$ cat src/rtl/cfgslv_pkg.sv
// Shared constants, register indices, write-strobe type and helpers
// for the SMBus configuration slave. Assumes a fixed bank of 29 bytes.
package cfgslv_pkg;

    localparam int CS_NREG    = 29;
    localparam int CS_IDX_W   = $clog2(CS_NREG + 1);
    localparam int CS_RCNT_W  = 9;

    localparam int REG_COUNT  = 6;
    localparam int REG_RSVD   = 10;
    localparam int REG_IDLO   = 11;
    localparam int REG_IDHI   = 12;

    localparam int GRP_LO     = 14;
    localparam int GRP_HI     = 20;
    localparam int GRP_NB     = GRP_HI - GRP_LO + 1;

    typedef enum logic [2:0] {
        LS_IDLE,
        LS_RX,
        LS_ACK,
        LS_TX,
        LS_HACK
    } link_state_t;

    typedef enum logic [1:0] {
        PH_ADDR,
        PH_CMD,
        PH_CNT,
        PH_DATA
    } rx_phase_t;

    typedef struct packed {
        logic                en;
        logic [CS_IDX_W-1:0] idx;
        logic [7:0]          data;
    } cs_wr_t;

    // True for every register inside one of the atomic groups.
    function automatic logic grp_member(input int i);
        return (i >= GRP_LO) && (i <= GRP_HI);
    endfunction

    // True for the register whose arrival commits its group.
    function automatic logic grp_last(input int i);
        return (i == 15) || (i == 17) || (i == 20);
    endfunction

    // Lowest register of the group that holds register i.
    function automatic int grp_first(input int i);
        if (i >= 18) return 18;
        if (i >= 16) return 16;
        return GRP_LO;
    endfunction

endpackage

$ cat src/rtl/cfgslv_pinsync.sv
// Bus line sampler: synchronises SCL and SDA to clk and detects SCL
// edges and START/STOP conditions. Assumes the bus runs far slower than
// clk (standard mode against a clock of tens of MHz).
module cfgslv_pinsync #(
    parameter int STAGES = 2
) (
    input  logic clk,
    input  logic rst_n,
    input  logic scl_i,
    input  logic sda_i,
    output logic scl_s,
    output logic sda_s,
    output logic scl_rise,
    output logic scl_fall,
    output logic bus_start,
    output logic bus_stop
);

    logic [STAGES-1:0] scl_pipe;
    logic [STAGES-1:0] sda_pipe;
    logic              scl_d;
    logic              sda_d;

    // Synchroniser chain plus one history stage; idle bus level is high.
    always_ff @(posedge clk) begin
        if (!rst_n) begin
            scl_pipe <= '1;
            sda_pipe <= '1;
            scl_d    <= 1'b1;
            sda_d    <= 1'b1;
        end else begin
            scl_pipe <= {scl_pipe[STAGES-2:0], scl_i};
            sda_pipe <= {sda_pipe[STAGES-2:0], sda_i};
            scl_d    <= scl_pipe[STAGES-1];
            sda_d    <= sda_pipe[STAGES-1];
        end
    end

    // Edge and condition decode on the synchronised lines.
    always_comb begin
        scl_s     = scl_pipe[STAGES-1];
        sda_s     = sda_pipe[STAGES-1];
        scl_rise  = scl_s & ~scl_d;
        scl_fall  = ~scl_s & scl_d;
        bus_start = scl_s & scl_d & sda_d & ~sda_s;
        bus_stop  = scl_s & scl_d & ~sda_d & sda_s;
    end

endmodule

$ cat src/rtl/cfgslv_link.sv
// Byte-level protocol engine: shifts address and data bytes in, drives
// acknowledges and read data out, and issues one write strobe per
// accepted data byte. Assumes the host only moves SDA while SCL is low,
// except for START and STOP.
module cfgslv_link
    import cfgslv_pkg::*;
#(
    parameter logic [6:0] DEV_ADDR = 7'h69
) (
    input  logic                    clk,
    input  logic                    rst_n,
    input  logic                    scl_s,
    input  logic                    sda_s,
    input  logic                    scl_rise,
    input  logic                    scl_fall,
    input  logic                    bus_start,
    input  logic                    bus_stop,
    input  logic [CS_NREG*8-1:0]    cfg_i,
    output logic                    sda_oe,
    output cs_wr_t                  wr_o
);

    link_state_t          state;
    rx_phase_t            phase;
    logic [3:0]           bitcnt;
    logic [7:0]           shreg;
    logic                 ack_q;
    logic                 is_rd;
    logic                 host_ack;
    logic [CS_IDX_W-1:0]  widx;
    logic [CS_RCNT_W-1:0] rdk;
    logic [CS_RCNT_W-1:0] ridx;
    logic [7:0]           tx_byte;
    logic [7:0]           rd_len;

    // Read data select: length byte first, then registers, then FFh.
    always_comb begin
        rd_len  = cfg_i[8*REG_COUNT +: 8];
        ridx    = rdk - 1'b1;
        tx_byte = 8'hFF;
        if (rdk == '0) begin
            tx_byte = rd_len;
        end else begin
            for (int k = 0; k < CS_NREG; k++) begin
                if ((ridx == CS_RCNT_W'(k)) && (ridx < {1'b0, rd_len}))
                    tx_byte = cfg_i[8*k +: 8];
            end
        end
    end

    // Protocol state machine, bit counter and SDA drive register.
    always_ff @(posedge clk) begin
        if (!rst_n) begin
            state    <= LS_IDLE;
            phase    <= PH_ADDR;
            bitcnt   <= '0;
            shreg    <= '0;
            ack_q    <= 1'b0;
            is_rd    <= 1'b0;
            host_ack <= 1'b0;
            widx     <= '0;
            rdk      <= '0;
            sda_oe   <= 1'b0;
            wr_o     <= '0;
        end else begin
            wr_o.en <= 1'b0;
            if (bus_start) begin
                state  <= LS_RX;
                phase  <= PH_ADDR;
                bitcnt <= '0;
                sda_oe <= 1'b0;
            end else if (bus_stop) begin
                state  <= LS_IDLE;
                sda_oe <= 1'b0;
            end else begin
                unique case (state)
                    LS_IDLE: ;
                    LS_RX: begin
                        if (scl_rise && bitcnt != 4'd8) begin
                            shreg  <= {shreg[6:0], sda_s};
                            bitcnt <= bitcnt + 4'd1;
                        end else if (scl_fall && bitcnt == 4'd8) begin
                            state <= LS_ACK;
                            ack_q <= 1'b1;
                            unique case (phase)
                                PH_ADDR: begin
                                    if (shreg[7:1] == DEV_ADDR) begin
                                        sda_oe <= 1'b1;
                                        is_rd  <= shreg[0];
                                        phase  <= PH_CMD;
                                        rdk    <= '0;
                                    end else begin
                                        ack_q <= 1'b0;
                                    end
                                end
                                PH_CMD: begin
                                    sda_oe <= 1'b1;
                                    phase  <= PH_CNT;
                                end
                                PH_CNT: begin
                                    sda_oe <= 1'b1;
                                    phase  <= PH_DATA;
                                    widx   <= '0;
                                end
                                default: begin
                                    if (widx < CS_IDX_W'(CS_NREG)) begin
                                        sda_oe       <= 1'b1;
                                        wr_o.en      <= 1'b1;
                                        wr_o.idx     <= widx;
                                        wr_o.data    <= shreg;
                                        widx         <= widx + 1'b1;
                                    end else begin
                                        ack_q <= 1'b0;
                                    end
                                end
                            endcase
                        end
                    end
                    LS_ACK: begin
                        if (scl_fall) begin
                            sda_oe <= 1'b0;
                            bitcnt <= '0;
                            if (!ack_q) begin
                                state <= LS_IDLE;
                            end else if (is_rd) begin
                                state  <= LS_TX;
                                shreg  <= tx_byte;
                                sda_oe <= ~tx_byte[7];
                                rdk    <= rdk + 1'b1;
                            end else begin
                                state <= LS_RX;
                            end
                        end
                    end
                    LS_TX: begin
                        if (scl_fall) begin
                            if (bitcnt == 4'd7) begin
                                state  <= LS_HACK;
                                sda_oe <= 1'b0;
                            end else begin
                                shreg  <= {shreg[6:0], 1'b0};
                                sda_oe <= ~shreg[6];
                                bitcnt <= bitcnt + 4'd1;
                            end
                        end
                    end
                    LS_HACK: begin
                        if (scl_rise) begin
                            host_ack <= ~sda_s;
                        end else if (scl_fall) begin
                            if (host_ack) begin
                                state  <= LS_TX;
                                shreg  <= tx_byte;
                                sda_oe <= ~tx_byte[7];
                                bitcnt <= '0;
                                if (rdk != '1) rdk <= rdk + 1'b1;
                            end else begin
                                state <= LS_IDLE;
                            end
                        end
                    end
                    default: state <= LS_IDLE;
                endcase
            end
        end
    end

    // the slave starts pulling SDA only while SCL is low.
    a_r1_drive_scl_low: assert property (@(posedge clk) disable iff (!rst_n)
        $rose(sda_oe) |-> !scl_s);

    // no write strobe ever addresses a register past the bank.
    a_r8_strobe_in_bank: assert property (@(posedge clk) disable iff (!rst_n)
        wr_o.en |-> (wr_o.idx < CS_IDX_W'(CS_NREG)));

    // a STOP leaves the slave idle with SDA released.
    a_r9_stop_idles: assert property (@(posedge clk) disable iff (!rst_n)
        bus_stop |=> (state == LS_IDLE) && !sda_oe);

endmodule

$ cat src/rtl/cfgslv_regbank.sv
// Register bank: live configuration bytes, the shadow store for the
// atomic groups, and the write filters for fixed and guarded registers.
// Assumes write strobes arrive in ascending index order within a frame.
module cfgslv_regbank
    import cfgslv_pkg::*;
#(
    parameter logic [3:0] ID_NIBBLE = 4'h2,
    parameter logic [7:0] REV_ID    = 8'h03
) (
    input  logic                 clk,
    input  logic                 rst_n,
    input  cs_wr_t               wr_i,
    output logic [CS_NREG*8-1:0] cfg_o
);

    logic [7:0]          live   [CS_NREG];
    logic [7:0]          shadow [GRP_LO:GRP_HI];
    logic [8*GRP_NB-1:0] grp_view;
    int                  widx;

    // Power-on value of register k.
    function automatic logic [7:0] rst_val(input int k);
        if (k == REG_COUNT) return 8'h06;
        if (k == REG_IDLO)  return {ID_NIBBLE, 4'b0001};
        if (k == REG_IDHI)  return REV_ID;
        return 8'h00;
    endfunction

    // Registers that never accept host data.
    function automatic logic fixed_reg(input int k);
        return (k == REG_RSVD) || (k == REG_IDLO) || (k == REG_IDHI);
    endfunction

    assign widx = int'(wr_i.idx);

    // Live and shadow update: group bytes stage, last byte commits.
    always_ff @(posedge clk) begin
        if (!rst_n) begin
            for (int k = 0; k < CS_NREG; k++) live[k] <= rst_val(k);
            for (int j = GRP_LO; j <= GRP_HI; j++) shadow[j] <= 8'h00;
        end else if (wr_i.en) begin
            if (grp_member(widx)) begin
                if (grp_last(widx)) begin
                    for (int j = GRP_LO; j <= GRP_HI; j++) begin
                        if (j >= grp_first(widx) && j < widx) live[j] <= shadow[j];
                    end
                    live[widx] <= wr_i.data;
                end else begin
                    shadow[widx] <= wr_i.data;
                end
            end else if (!fixed_reg(widx) &&
                         !(widx == REG_COUNT && wr_i.data == 8'h00)) begin
                live[widx] <= wr_i.data;
            end
        end
    end

    // Flatten the bank onto the output bus and a group-only view.
    for (genvar g = 0; g < CS_NREG; g++) begin : g_flat
        assign cfg_o[8*g +: 8] = live[g];
    end
    for (genvar h = 0; h < GRP_NB; h++) begin : g_grp
        assign grp_view[8*h +: 8] = live[GRP_LO + h];
    end

    // a byte that does not close its group leaves all group registers alone.
    a_r4_partial_group_held: assert property (@(posedge clk) disable iff (!rst_n)
        (wr_i.en && grp_member(widx) && !grp_last(widx)) |=> $stable(grp_view));

    // the readback length can never become zero.
    a_r6_count_nonzero: assert property (@(posedge clk) disable iff (!rst_n)
        live[REG_COUNT] != 8'h00);

    // reserved register stays clear and the vendor nibble stays fixed.
    a_r7_fixed_regs: assert property (@(posedge clk) disable iff (!rst_n)
        (live[REG_RSVD] == 8'h00) && (live[REG_IDLO][3:0] == 4'b0001));

endmodule

$ cat src/rtl/cfgslv_top.sv
// Top of the SMBus configuration slave: line sampler, protocol engine
// and register bank. Assumes an external open-drain pad driven by sda_oe.
module cfgslv_top
    import cfgslv_pkg::*;
#(
    parameter logic [6:0] DEV_ADDR    = 7'h69,
    parameter logic [3:0] ID_NIBBLE   = 4'h2,
    parameter logic [7:0] REV_ID      = 8'h03,
    parameter int         SYNC_STAGES = 2
) (
    input  logic                 clk,
    input  logic                 rst_n,
    input  logic                 scl_i,
    input  logic                 sda_i,
    output logic                 sda_oe,
    output logic [CS_NREG*8-1:0] cfg_o
);

    logic   scl_s, sda_s, scl_rise, scl_fall, bus_start, bus_stop;
    cs_wr_t wr;

    cfgslv_pinsync #(.STAGES(SYNC_STAGES)) u_sync (
        .clk(clk), .rst_n(rst_n), .scl_i(scl_i), .sda_i(sda_i),
        .scl_s(scl_s), .sda_s(sda_s), .scl_rise(scl_rise), .scl_fall(scl_fall),
        .bus_start(bus_start), .bus_stop(bus_stop)
    );

    cfgslv_link #(.DEV_ADDR(DEV_ADDR)) u_link (
        .clk(clk), .rst_n(rst_n), .scl_s(scl_s), .sda_s(sda_s),
        .scl_rise(scl_rise), .scl_fall(scl_fall),
        .bus_start(bus_start), .bus_stop(bus_stop),
        .cfg_i(cfg_o), .sda_oe(sda_oe), .wr_o(wr)
    );

    cfgslv_regbank #(.ID_NIBBLE(ID_NIBBLE), .REV_ID(REV_ID)) u_bank (
        .clk(clk), .rst_n(rst_n), .wr_i(wr), .cfg_o(cfg_o)
    );

endmodule

$ cat config.mk
export PLATFORM = sky130hd
export DESIGN_NAME = cfgslv_top
export DESIGN_NICKNAME = d
export VERILOG_FILES = /design/src/rtl/cfgslv_pkg.sv /design/src/rtl/cfgslv_pinsync.sv /design/src/rtl/cfgslv_link.sv /design/src/rtl/cfgslv_regbank.sv /design/src/rtl/cfgslv_top.sv
export SDC_FILE = /design/constraint.sdc
export NUM_CORES = 1
export LEC_CHECK = 0
export ABC_AREA = 1
export BUFFER_PORTS_ARGS = -buffer_cell sky130_fd_sc_hd__buf_2
export CORE_MARGIN = 2
export CORE_UTILIZATION = 30
export DETAILED_ROUTE_END_ITERATION = 8
export SYNTH_ARGS = -nofsm -noshare
export SYNTH_HDL_FRONTEND = slang
export SYNTH_SLANG_ARGS = --single-unit
$ cat constraint.sdc
create_clock -name clk -period 5.29 [get_ports clk]
set_input_delay 0.7935 -clock clk [delete_from_list [all_inputs] [get_ports clk]]
set_output_delay 0.7935 -clock clk [all_outputs]
set_load 0.05 [all_outputs]
# After elaboration in Yosys (flattened, before gate mapping)
# Memories as Yosys holds them, arrays and structs flattened.
# Cells that the tools add are included.
[word_totals] register_bits=55 latchBits=0 mem_bits_rw=288 rom_bits=0 inputBits=4 output_inout_bits=233 word_cells=415 memories=2
[mem_list] memory="u_bank.live" depth=29 word_bits=8 read_ports=29 rd_clocked_by_memory_dff=0 write_ports=29 line="cfgslv_regbank.sv:16" source="logic [7:0] live [CS_NREG];"
[mem_list] memory="u_bank.shadow" depth=7 word_bits=8 read_ports=7 rd_clocked_by_memory_dff=0 write_ports=7 line="cfgslv_regbank.sv:17" source="logic [7:0] shadow [GRP_LO:GRP_HI];"
[classes] add_sub_neg=4 n_mul=0 div=0 order_cmp=20 eq_ne=72 shift=0 muxes=193 n_bitwise=30 reduce_logical=76
[ops] cell="8-bit two-way mux" n=52
[ops] cell="32-bit two-way mux" n=7
[ops] cell="6-bit by 32-bit greater-or-equal comparator with 1-bit output (first input constant)" n=5
[ops] cell="9-bit by 5-bit equality test with 1-bit output (second input constant)" n=13
[ops] cell="9-bit two-way mux" n=11
[ops] cell="1-bit two-way mux" n=88
[ops] cell="9-bit by 4-bit equality test with 1-bit output (second input constant)" n=8
[ops] cell="5-bit by 32-bit greater-or-equal comparator with 1-bit output (first input constant)" n=2
[ops] cell="1-bit logical AND" n=41
[ops] cell="9-bit by 3-bit equality test with 1-bit output (second input constant)" n=4
[ops] cell="8-bit case mux with 4 select lines" n=1
[ops] cell="5-bit equality test (second input constant)" n=6
[ops] cell="4-bit two-way mux" n=7
[ops] cell="3-bit two-way mux" n=9
[ops] cell="9-bit case mux with 3 select lines" n=1
[ops] cell="2-bit by 1-bit != test with 1-bit output (second input constant)" n=13
[ops] cell="5-bit less-than comparator (first input constant)" n=5
[ops] cell="7-bit AND reduction" n=3
[ops] cell="5-bit two-way mux" n=4
[ops] cell="4-bit by 3-bit != test with 1-bit output (second input constant)" n=5
[ops] cell="9-bit by 2-bit equality test with 1-bit output (second input constant)" n=2
[ops] cell="9-bit logical NOT" n=2
[ops] cell="4-bit case mux with 4 select lines" n=1
[ops] cell="8-bit AND reduction" n=2
[ops] cell="other kinds (56)" n=103

# Longest topological paths before layout
# Gate-level depths: netlist of the first run.
[depth] ltp_word=38 ltp_mapped=59 depth_no_buf=58

# Cells and area by module
# Synthesis of the first run repeated with hierarchy kept, for this count alone.
[hier_totals] hier_cells=1892 hier_area_um2=16334.4
[modules_own_cells] module="cfgslv_regbank" instances=1 cells_per_inst=759 area_per_inst_um2=10217.3 seq_area_each_um2=7927.6
[modules_own_cells] module="cfgslv_link" instances=1 cells_per_inst=1106 area_per_inst_um2=5918.2 seq_area_each_um2=980.9
[modules_own_cells] module="cfgslv_pinsync" instances=1 cells_per_inst=27 area_per_inst_um2=198.9 seq_area_each_um2=120.1

# Worst setup path after synthesis of the first run
# No wires, ideal clock.
[synth_timing] path_type="flip-flop to flip-flop" start="reg u_link.rdk[0]" end="reg u_link.shreg[4]" setup_ns=0.119 arrival_time_ns=4.399 required_ns=5.171 slack_ns=0.772 path_stages_with_launch=52 path_buffers=1 synth_period_minus_slack_ns=4.518 cell_sequence="dfxtp_1 > inv_1 > ha_1 > xnor2_1 > inv_1 > ha_1 > a21oi_1 > nand2_1 > nand2_1 > nand2_1 > nand2_1 > nand2_1 > nand2_1 > nand2_1 > buf_2 > nor4_2 > inv_1 > or2_2 > (+16 left out) > nand2_1 > nand2_1 > nand2_1 > nand2_1 > nand2_1 > nand2_1 > nand2_1 > nand2_1 > nand2_1 > nand2_1 > nand2_1 > nand2_1 > nand2_1 > nand2_1 > nand2_1 > nand2_1 > nand2_1 > a21oi_1"
[synth_via] elab_chain_cells=37 elab_cells_between_ends=98 classes_between="add/sub: 1; order compare: 1; eq/ne: 28; mux: 37; reduce/logical: 31"
[synth_rtl] element="start, declared" line="cfgslv_link.sv:31" source="logic [CS_RCNT_W-1:0] rdk;"
[synth_rtl] element="start signal, assigned" line="cfgslv_link.sv:129" source="rdk <= rdk + 1'b1;"
[synth_rtl] element="start signal, assigned" line="cfgslv_link.sv:156" source="if (rdk != '1) rdk <= rdk + 1'b1;"
[synth_rtl] element="9-bit by 1-bit subtractor with 9-bit output" line="cfgslv_link.sv:39" source="ridx = rdk - 1'b1;"
[synth_rtl] element="9-bit by 8-bit less-than comparator with 1-bit output / 9-bit logical NOT (equally long branches)" line="cfgslv_link.sv:45" source="if ((ridx == CS_RCNT_W'(k)) && (ridx < {1'b0, rd_len}))"
[synth_rtl] element="1-bit logical AND" line="cfgslv_link.sv:45"
[synth_rtl] element="8-bit two-way mux (29 in a row)" line="cfgslv_link.sv:45"
[synth_rtl] element="8-bit two-way mux *" line="cfgslv_link.sv:41" source="if (rdk == '0) begin"
[synth_rtl] element="8-bit two-way mux (on tied branches)" line="cfgslv_link.sv:151, cfgslv_link.sv:125"
[synth_rtl] element="8-bit two-way mux (on tied branches)" line="cfgslv_link.sv:150, cfgslv_link.sv:123"
[synth_rtl] element="8-bit two-way mux (on tied branches)" line="cfgslv_link.sv:148, cfgslv_link.sv:120"
[synth_rtl] element="8-bit case mux with 4 select lines *" line="cfgslv_link.sv:76" source="unique case (state)"
[synth_rtl] element="end signal, assigned" line="cfgslv_link.sv:80" source="shreg <= {shreg[6:0], sda_s};"
[synth_rtl] element="end signal, assigned" line="cfgslv_link.sv:141" source="shreg <= {shreg[6:0], 1'b0};"
[synth_rtl] element="end signal, assigned" line="cfgslv_link.sv:153" source="shreg <= tx_byte;"
[synth_rtl] element="end, declared" line="cfgslv_link.sv:26" source="logic [7:0] shreg;"
# Every way passes the cells marked *; elsewhere a longest branch is shown, timed or not. The select of a mux whose other input is x is not followed.
# A chain may end at the register's enable or synchronous reset.

# Worst setup path in the final report of the first run
[layout_timing] start="reg u_link.rdk[0]" end="reg u_link.shreg[1]"
# The elaborated chain is that of the path after synthesis.

==> results of run 1 <==
-- routing by layer --
metal  part of all wire [%]  GRT usage [%]
met5                      0              0
met4                    3.2          7.041
met3                    7.4          3.564
met2                     49          33.70
met1                     41          24.63
-- worst paths after layout --
check / end / startpoint / cells past startpoint / slack (ps)
setup reg to reg: u_link.shreg[1]$_SDFFE_PN0P_ / u_link.rdk[0]$_SDFFE_PN0P_ / 47 / 410
setup / recovery: u_link.shreg[1]$_SDFFE_PN0P_ / u_link.rdk[0]$_SDFFE_PN0P_ / 47 / 410
hold reg to reg: u_sync.scl_pipe[1]$_SDFF_PN1_ / u_sync.scl_pipe[0]$_SDFF_PN1_ / 1 / 420
hold / removal: u_sync.scl_pipe[1]$_SDFF_PN1_ / u_sync.scl_pipe[0]$_SDFF_PN1_ / 1 / 420
-- registers in the layout (all words and copies together), names as in the netlist --
name and flops:
u_bank.live 232, u_bank.shadow 40, u_link.ack_q 1, u_link.bitcnt 4, u_link.host_ack 1, u_link.is_rd 1, u_link.phase 2, u_link.rdk 9
u_link.sda_oe 1, u_link.shreg 8, u_link.state 3, u_link.widx 5, u_link.wr_o 14, u_sync.scl_d 1, u_sync.scl_pipe 2, u_sync.sda_d 1
u_sync.sda_pipe 2
-- cell families after synthesis --
family                   Yosys count  share of synthesized area, %
flip-flops                       327                         57.20
XOR/XNOR                           5                        0.2775
buffers and inverters            271                         6.627
other                              2                       0.04758
AO/OA/AOI/OAI                    218                         7.681
AND/OR/NAND/NOR                  978                         26.36
adder cells (fa/ha/maj)           22                         1.744
multiplexers                       1                       0.06342
-- power by group through the flow --
stage	logic [mW]	clock network, mW	registers (mW)
finish	0.965	2.46	3.00
global route	1.03	2.59	3.01
CTS	0.932	2.48	3.00
detailed placement	0.930	0	3.05
global placement	0.923	0	3.05
floorplan	0.338	0	3.36
-- stage by stage --
step | worst slack [ps] | instances
finish | 412.5 | 2826
global placement | 297.9 | 2755
floorplan | 771.6 | 1846
detailed placement | 229.7 | 2755
global route | -29.17 | 2826
CTS | 216.4 | 2820
-- placed cells by master (no fill, tap or decap), types with 4 or more instances in the layout --
cell type,n
nand2_1,434
nor2_1,313
edfxtp_1,248
buf_2,236
inv_1,205
a21oi_1,105
nand3_1,90
dfxtp_1,78
o21ai_0,65
or2_2,46
clkbuf_16,37
buf_4,34
nor3_1,33
conb_1,24
ha_1,20
nand4_1,15
inv_2,13
nand2_2,12
clkinv_1,12
o21ai_1,7
nor4_1,7
nor2_4,6
nor2_2,6
a211oi_1,6
o211ai_1,6
clkinv_2,6
clkbuf_8,5
a221oi_1,4
nor3b_1,4
clkinvlp_4,4
-- layout make-up --
class / count / area [sq um] / share of cell area (%)
multi-input cells: 1249 / 5952 / 30.84
flip-flops and latches: 327 / 9030 / 46.79
inverters: 225 / 850.8 / 4.409
well taps: 688 / 860.8 / 4.461
repair buffers: 272 / 1463 / 7.580
clock inverters: 20 / 135.1 / 0.7003
clock buffers: 45 / 1006 / 5.213
-- what timing repair did --
| item | CTS | global route |
|---|---|---|
| endpoints found under the setup margin | 0 | 9 |
| resized for setup | 0 | 36 |
| buffers inserted | 0 | 5 |
==> impl_metrics.yaml, run 1 <==
status:
  outcome: "finished clean"
finish:
  final_area_sq_mm: 0.01930
  areaGrowthSynthToFinish_pct: 22.26
  final_nets: 2137
  fillCellCount: 5342
  antenna_cells: 0
  finish.utilization_pct: 36.94
  layout-drive-gt1-share_pct: 20.39
sta:
  clock.fmax_mhz: 205.0
  slew_headroom_pct: 32.96
  setup_tns_ps: 0
  clock_skew_ps: 20.91
  fin_crit_ps: 4878
  rsz0062_at_grt: "true"
  worstMarginPinSlew_ps: 1002
  hold_viol: 0
  finalSetupViolations: 0
  fin_crit_sh_pct: 92.20
  holdWs_ps: 415.4
  finalMaxSlewViolations: 0
floorplan:
  die_h_um: 233.4
  core_sq_mm: 0.05224
  start_util_pct: 30.22
  die_x_um: 233.4
  ioPinCount: 237
  dieArea_sq_mm: 0.05446
  rows: 84
route:
  via_count: 13810
  firstDrtPassIters: 6
  viasPerCell: 4.885
  detail-route-antenna-nets: 0
  wire_per_inst_um: 19.52
  drc: 0
  wl_mm: 55.17
  drt_iter0_drc: 1156
clock_tree:
  clk_pin_slew_ps: 70
  worstSkewPairLatency_ps: 540
  cts_tree: "done"
  cts.sinks: 327
  root_buffer: "clkbuf_16"
  clockBufferDepth: 3
  hold_buffers: 0
  cts_max_level: 2
  numCtsBuffers: 36
synthesis:
  synth_ff_type: "edfxtp_1"
  syn_area_sq_mm: 0.01578
  ys_ff_latch: 327
  yosysUniqueCellTypes: 51
  yosysTopAreaCellShare_pct: 47.18
  synthTopCellsByCount: "441 x nand2_1, 313 x nor2_1, 248 x edfxtp_1"
  yosysTopAreaCell: "edfxtp_1"
  synth_edf_count: 248
  async_flop_share_pct: 0
  syn_avg_cell_area_sq_um: 8.653
  synthTopCellsByArea: "edfxtp_1 47%, nand2_1 10%, dfxtp_1 10%"
  ys_seq_area_share_pct: 57.20
  synthCells: 1824
  yosys_warnings: 0
  synth_most_common_cell: "nand2_1"
power_and_ir_drop:
  clock_power_share_pct: 38.3
  switching_power_mw: 1.926
  p_total_mw: 6.421
  p_int_mw: 4.495
  pwr-share-seq_pct: 46.7
  ir_worst_vdd_mv: 0.1804
  cellLeakagePower_nw: 7.996
  p_comb_share_pct: 15.0
  p_per_area_mw_per_mm2: 332.8
  p_sw_share_pct: 29.99
grt:
  grt_pass1_wl_mm: 80.41
  gr-total-overflow: 0
  grt_usage_pct: 19.62
  grt_pass1_vias: 13370
  grt_max_degree: 66
  antenna_found_initial: 0
worst_hold_path:
  hold_class: "flop to flop"
worst_setup_path:
  start_kind: "flop"
  cpMaxStageDelayCell: "dfxtp_1"
  slowest_delay_ps: 300
  crit_path_end_kind: "flop"
  critPathTopFamily: "simple AND/OR/NAND/NOR gates"
  path_class: "flop to flop"
  cp_max_fo: 8
  cp.arrival_ps: 5350
  critPathBufInv: 5
  crit_required_ps: 5760
  crit_top_cell: "nand2_1"
place:
  gp_congestion: 0.9039
  dp_hpwl_mm: 41.45
  numPortBuffers: 236
  dpl-instance-area_sq_mm: 0.01794
job:
  cap_violations: 0
(Power assumes the default switching activity.)
==> run 2, diff against run 1 <==
--- a/config.mk
+++ b/config.mk
@@ -7,9 +7,12 @@
 export LEC_CHECK = 0
 export ABC_AREA = 1
 export BUFFER_PORTS_ARGS = -buffer_cell sky130_fd_sc_hd__buf_2
+export CELL_PAD_IN_SITES_DETAIL_PLACEMENT = 0
+export CELL_PAD_IN_SITES_GLOBAL_PLACEMENT = 1
 export CORE_MARGIN = 2
 export CORE_UTILIZATION = 30
 export DETAILED_ROUTE_END_ITERATION = 8
+export PLACE_DENSITY_LB_ADDON = 0.1
 export SYNTH_ARGS = -nofsm -noshare
 export SYNTH_HDL_FRONTEND = slang
 export SYNTH_SLANG_ARGS = --single-unit
==> run 2 against run 1 <==
Net effect: utilization up 0.57 points; sequential share of layout area is 0.69 points lower; routed wire length is 13% higher; power is 4.6% higher; clock skew rose by 1.8 ps; hold slack worse by 3.1 ps; die area unchanged; maximum frequency rose by 0.26%; first-iteration DRC count fell by 8.7%; global-route usage up 3.0 points; via count is 0.95% lower; critical endpoint is now u_link.shreg[3]$_SDFFE_PN0P_; largest cell class unchanged; highest routed layer unchanged.
==> impl_metrics.yaml, run 2 (synthesis results as in run 1) <==
status:
  outcome: "finished clean"
route:
  routed-wl-met3_mm: 4.335
  met2WireLength_mm: 28.86
  via_count: 13680
  drt_iter0_drc: 1056
  met1_length_mm: 27.68
  wire_per_inst_um: 22.03
  detail-route-antenna-nets: 0
  firstDrtPassIters: 5
  dr.max_layer_used: "met4"
  drc: 0
  viasPerCell: 4.825
  wl_mm: 62.43
worst_setup_path:
  slowest_delay_ps: 320
  cp_max_fo: 7
  critPathBufInv: 4
  crit_path_end_kind: "flop"
  start_kind: "flop"
  crit_top_cell: "nand2_1"
  cpMaxStageDelayCell: "dfxtp_2"
  crit_required_ps: 5800
  path_class: "flop to flop"
  critPathTopFamily: "simple AND/OR/NAND/NOR gates"
  cp.arrival_ps: 5370
floorplan:
  start_util_pct: 30.22
  dieArea_sq_mm: 0.05446
  core_sq_mm: 0.05224
  rows: 84
  die_h_um: 233.4
  die_x_um: 233.4
  ioPinCount: 237
power_and_ir_drop:
  cellLeakagePower_nw: 8.129
  p_comb_share_pct: 15.5
  ir_worst_vdd_mv: 0.2052
  p_sw_share_pct: 30.51
  pwr-share-seq_pct: 44.8
  p_per_area_mw_per_mm2: 342.9
  p_int_mw: 4.669
  clock_power_share_pct: 39.7
  switching_power_mw: 2.050
place:
  numPortBuffers: 236
  dp_hpwl_mm: 46.93
  post-place-cells: 2759
  gp_congestion: 0.9320
clock_tree:
  clockBufferDepth: 3
  cts.sinks: 327
  root_buffer: "clkbuf_16"
  hold_buffers: 0
  numCtsBuffers: 40
  worstSkewPairLatency_ps: 580
  clk_pin_slew_ps: 60
  cts_max_level: 2
  cts_tree: "done"
sta:
  clock.fmax_mhz: 205.6
  worstMarginPinSlew_ps: 1076
  clock_skew_ps: 22.70
  slew_headroom_pct: 28.00
  finalMaxSlewViolations: 0
  fin_crit_ps: 4865
  finalSetupViolations: 0
  fin_crit_sh_pct: 91.97
  hold_viol: 0
finish:
  final_nets: 2144
  finish.utilization_pct: 37.51
  layout-drive-gt1-share_pct: 21.81
  top_register: "u_bank.live"
  areaGrowthSynthToFinish_pct: 24.14
  largest_reg_flops: 232
  antenna_cells: 0
  final_common_cell: "nand2_1"
  final_cells: 2834
  mostFrequentLayoutCells: "424 x nand2_1, 312 x nor2_1, 248 x edfxtp_1, 236 x buf_2, 204 x inv_1"
  largestRegisters: "u_bank.live x232, u_bank.shadow x40, u_link.wr_o x14"
grt:
  antenna_found_initial: 1
  grt_usage_pct: 22.62
  grt_pass1_wl_mm: 89.11
  grt_pass1_vias: 13480
  grt_max_degree: 52
  gr-total-overflow: 0
job:
  cap_violations: 0
worst_hold_path:
  hold_class: "flop to flop"
==> run 2: what timing repair did <==
item                       4_1_cts  5_1_grt
buffers inserted                 0        4
setup endpoints to repair        0        9
resized for setup                0       70
==> run 2: cell type report <==
cell class              instances  area [sq um]
clock buffers                  55          1087
fillers                      5394         32640
multi-input cells            1249          6116
flip-flops and latches        327          9034
repair buffers                275          1493
well taps                     688         860.8
clock inverters                15         158.9
inverters                     225         844.6
==> run 2: power by group through the flow <==
stage	Sequential, mW	Combinational [mW]	Clock [mW]
floorplan	3.36	0.338	0
global placement	3.06	0.956	0
detailed placement	3.06	0.956	0
CTS	3.01	0.959	2.73
global route	3.02	1.12	2.83
finish	3.01	1.04	2.66
==> run 2: routing by layer <==
layer  GRT usage, %  up-vias
met5              0        -
met4          6.309        0
met3          4.529       95
met2          36.97      465
met1          30.38     6551
li1               -     6564
==> run 2: worst paths after layout <==
check | startpoint | endpoint | slack, ps | cells past startpoint
max | u_link.rdk[1]$_SDFFE_PN0P_ | u_link.shreg[3]$_SDFFE_PN0P_ | 430 | 48
min | u_sync.sda_pipe[0]$_SDFF_PN1_ | u_sync.sda_pipe[1]$_SDFF_PN1_ | 410 | 1
max reg2reg | u_link.rdk[1]$_SDFFE_PN0P_ | u_link.shreg[3]$_SDFFE_PN0P_ | 430 | 48
min reg2reg | u_sync.sda_pipe[0]$_SDFF_PN1_ | u_sync.sda_pipe[1]$_SDFF_PN1_ | 410 | 1
==> run 2: metrics by stage <==
stage          hold WS, ps  instance area (sq um)  setup TNS, ps  worst slack (ps)  power (mW)
2_1_floorplan        392.5                  15870              0             771.6       3.694
3_3_place_gp         406.5                  17970              0             91.00       4.018
3_5_place_dp         402.7                  17970              0             63.67       4.018
4_1_cts              417.1                  19220              0             22.89       6.694
5_1_grt              434.1                  19590         -44.90            -26.92       6.966
6_report             412.2                  19590              0             425.0       6.718
==> run 3, diff against run 2 <==
--- a/config.mk
+++ b/config.mk
@@ -13,6 +13,7 @@
 export CORE_UTILIZATION = 30
 export DETAILED_ROUTE_END_ITERATION = 8
 export PLACE_DENSITY_LB_ADDON = 0.1
+export REMOVE_ABC_BUFFERS = 1
 export SYNTH_ARGS = -nofsm -noshare
 export SYNTH_HDL_FRONTEND = slang
 export SYNTH_SLANG_ARGS = --single-unit
==> run 3 against run 2 <==
Net effect: count of clock-buffer cells in the layout unchanged; critical endpoint is now u_link.shreg[0]$_SDFFE_PN0P_; critical path type unchanged; cell count rose by 0.81%; non-clock buffer count rose by 21; power fell by 1.1%; routed wire length fell by 3.9%.
==> impl_metrics.yaml, run 3 (synthesis results as in run 1) <==
status:
  outcome: "finished clean"
sta:
  holdWs_ps: 424.6
  clock_skew_ps: 15.58
  hold_viol: 0
  rsz0062_at_grt: "true"
  clock.fmax_mhz: 201.6
  setup_tns_ps: 0
  finalMaxSlewViolations: 0
  fin_crit_ps: 4961
  fin_crit_sh_pct: 93.79
  worstMarginPinSlew_ps: 997.1
  slew_headroom_pct: 33.45
  finalSetupViolations: 0
worst_setup_path:
  slowest_delay_ps: 330
  cp.arrival_ps: 5440
  ff2ff_setup_slack_ps: 330
  crit_path_end_kind: "flop"
  path_class: "flop to flop"
  cpMaxStageDelayCell: "dfxtp_2"
  crit_top_cell: "nand2_1"
  cp_max_fo: 6
  start_kind: "flop"
  crit_required_ps: 5770
clock_tree:
  root_buffer: "clkbuf_16"
  cts_max_level: 2
  numCtsBuffers: 40
  cts_tree: "done"
  clk_pin_slew_ps: 60
  clockBufferDepth: 3
  worstSkewPairLatency_ps: 560
  cts.sinks: 327
power_and_ir_drop:
  p_total_mw: 6.647
  cellLeakagePower_nw: 8.197
  ir_worst_vdd_mv: 0.1794
  switching_power_mw: 1.973
  clock_power_share_pct: 39.7
  pwr-share-seq_pct: 45.2
  p_int_mw: 4.674
  p_per_area_mw_per_mm2: 337.6
  p_sw_share_pct: 29.68
  p_comb_share_pct: 15.1
grt:
  gr-total-overflow: 0
  grt_usage_pct: 21.66
  antenna_found_initial: 1
  grt_pass1_wl_mm: 86.55
  grt_pass1_vias: 13200
  grt_max_degree: 56
floorplan:
  start_util_pct: 30.22
  die_h_um: 233.4
  ioPinCount: 237
  rows: 84
  core_sq_mm: 0.05224
  die_x_um: 233.4
  dieArea_sq_mm: 0.05446
job:
  cap_violations: 0
finish:
  mostFrequentLayoutCells: "424 x nand2_1, 312 x nor2_1, 248 x edfxtp_1, 236 x buf_2, 200 x inv_1"
  top_register: "u_bank.live"
  multiInputGateArea_sq_mm: 0.006033
  largest_reg_flops: 232
  layout-drive-gt1-share_pct: 22.04
  finish.utilization_pct: 37.70
  fillCellCount: 5332
  largestRegisters: "u_bank.live x232, u_bank.shadow x40, u_link.wr_o x14"
  antenna_cells: 0
  areaGrowthSynthToFinish_pct: 24.76
  ff_latch_area_sq_mm: 0.009034
  final_common_cell: "nand2_1"
  final_nets: 2165
place:
  numPortBuffers: 236
  dp_hpwl_mm: 45.27
  gp_congestion: 0.8857
route:
  wire_per_inst_um: 21.00
  viasPerCell: 4.774
  drc: 0
  wl_mm: 60.00
  firstDrtPassIters: 5
  drt_iter0_drc: 990
  via_count: 13640
  detail-route-antenna-nets: 0
worst_hold_path:
  hold_class: "primary input to flop"
run 3: changes by cell type in the layout (fill, tap and decap cells not counted), sizes merged:
| cell | delta |
|---|---|
| buf | +21 |
| inv | -7 |
| clkinvlp | +2 |
| clkinv | +7 |
run 3: final timing paths:
kind                           startpoint                             to  cells past startpoint
max reg2reg    u_link.rdk[0]$_SDFFE_PN0P_   u_link.shreg[0]$_SDFFE_PN0P_                     46
max            u_link.rdk[0]$_SDFFE_PN0P_   u_link.shreg[0]$_SDFFE_PN0P_                     46
min reg2reg  u_bank.shadow[20][4]$_DFF_P_   u_bank.shadow[20][4]$_DFF_P_                      2
min                                 sda_i  u_sync.sda_pipe[0]$_SDFF_PN1_                      2
run 3: metal layers:
layer | track usage, % | part of all wire [%] | vias to the layer above
met2 | 35.58 | 47 | 398
met5 | 0 | 0 | -
met4 | 4.569 | 1.4 | 0
li1 | - | - | 6607
met3 | 2.466 | 4.5 | 53
met1 | 30.72 | 47 | 6580
run 3: area by class of cell:
class / instances / share of cell area (%)
tap: 688 / 4.372
multi-input combinational: 1249 / 30.64
clock inverter: 17 / 0.7053
clock buffer: 55 / 5.585
timing repair buffer: 296 / 8.444
sequential: 327 / 45.88
inverter: 225 / 4.378
run 3: what timing repair did:
item,4_1_cts,5_1_grt
endpoints found under the setup margin,0,9
hold buffers,0,0
setup buffers,0,19
resized for setup,0,69
run 3: through the flow:
stage | instance area, sq um | cells | worst slack, ps
3_5_place_dp | 18020 | 2765 | 51.10
6_report | 19690 | 2857 | 328.6
2_1_floorplan | 15670 | 1800 | 692.7
4_1_cts | 19260 | 2837 | 19.24
3_3_place_gp | 18020 | 2765 | 48.97
5_1_grt | 19690 | 2857 | -59.54
run 3: critical path: cells and delay by family, from the launching register on:
family,cells,cell delay [ps]
AO/OA/AOI/OAI,7,740
adder cells (fa/ha/maj),2,540
buffers and inverters,5,490
flip-flops,1,330
AND/OR/NAND/NOR,32,2800
run 3: power groups by stage:
stage / registers, mW / logic [mW] / clock network (mW)
after global placement: 3.06 / 0.935 / 0
after CTS: 3.00 / 0.937 / 2.70
after floorplan: 3.36 / 0.320 / 0
after detailed placement: 3.05 / 0.935 / 0
after global routing: 3.01 / 1.08 / 2.80
final: 3.00 / 1.01 / 2.64
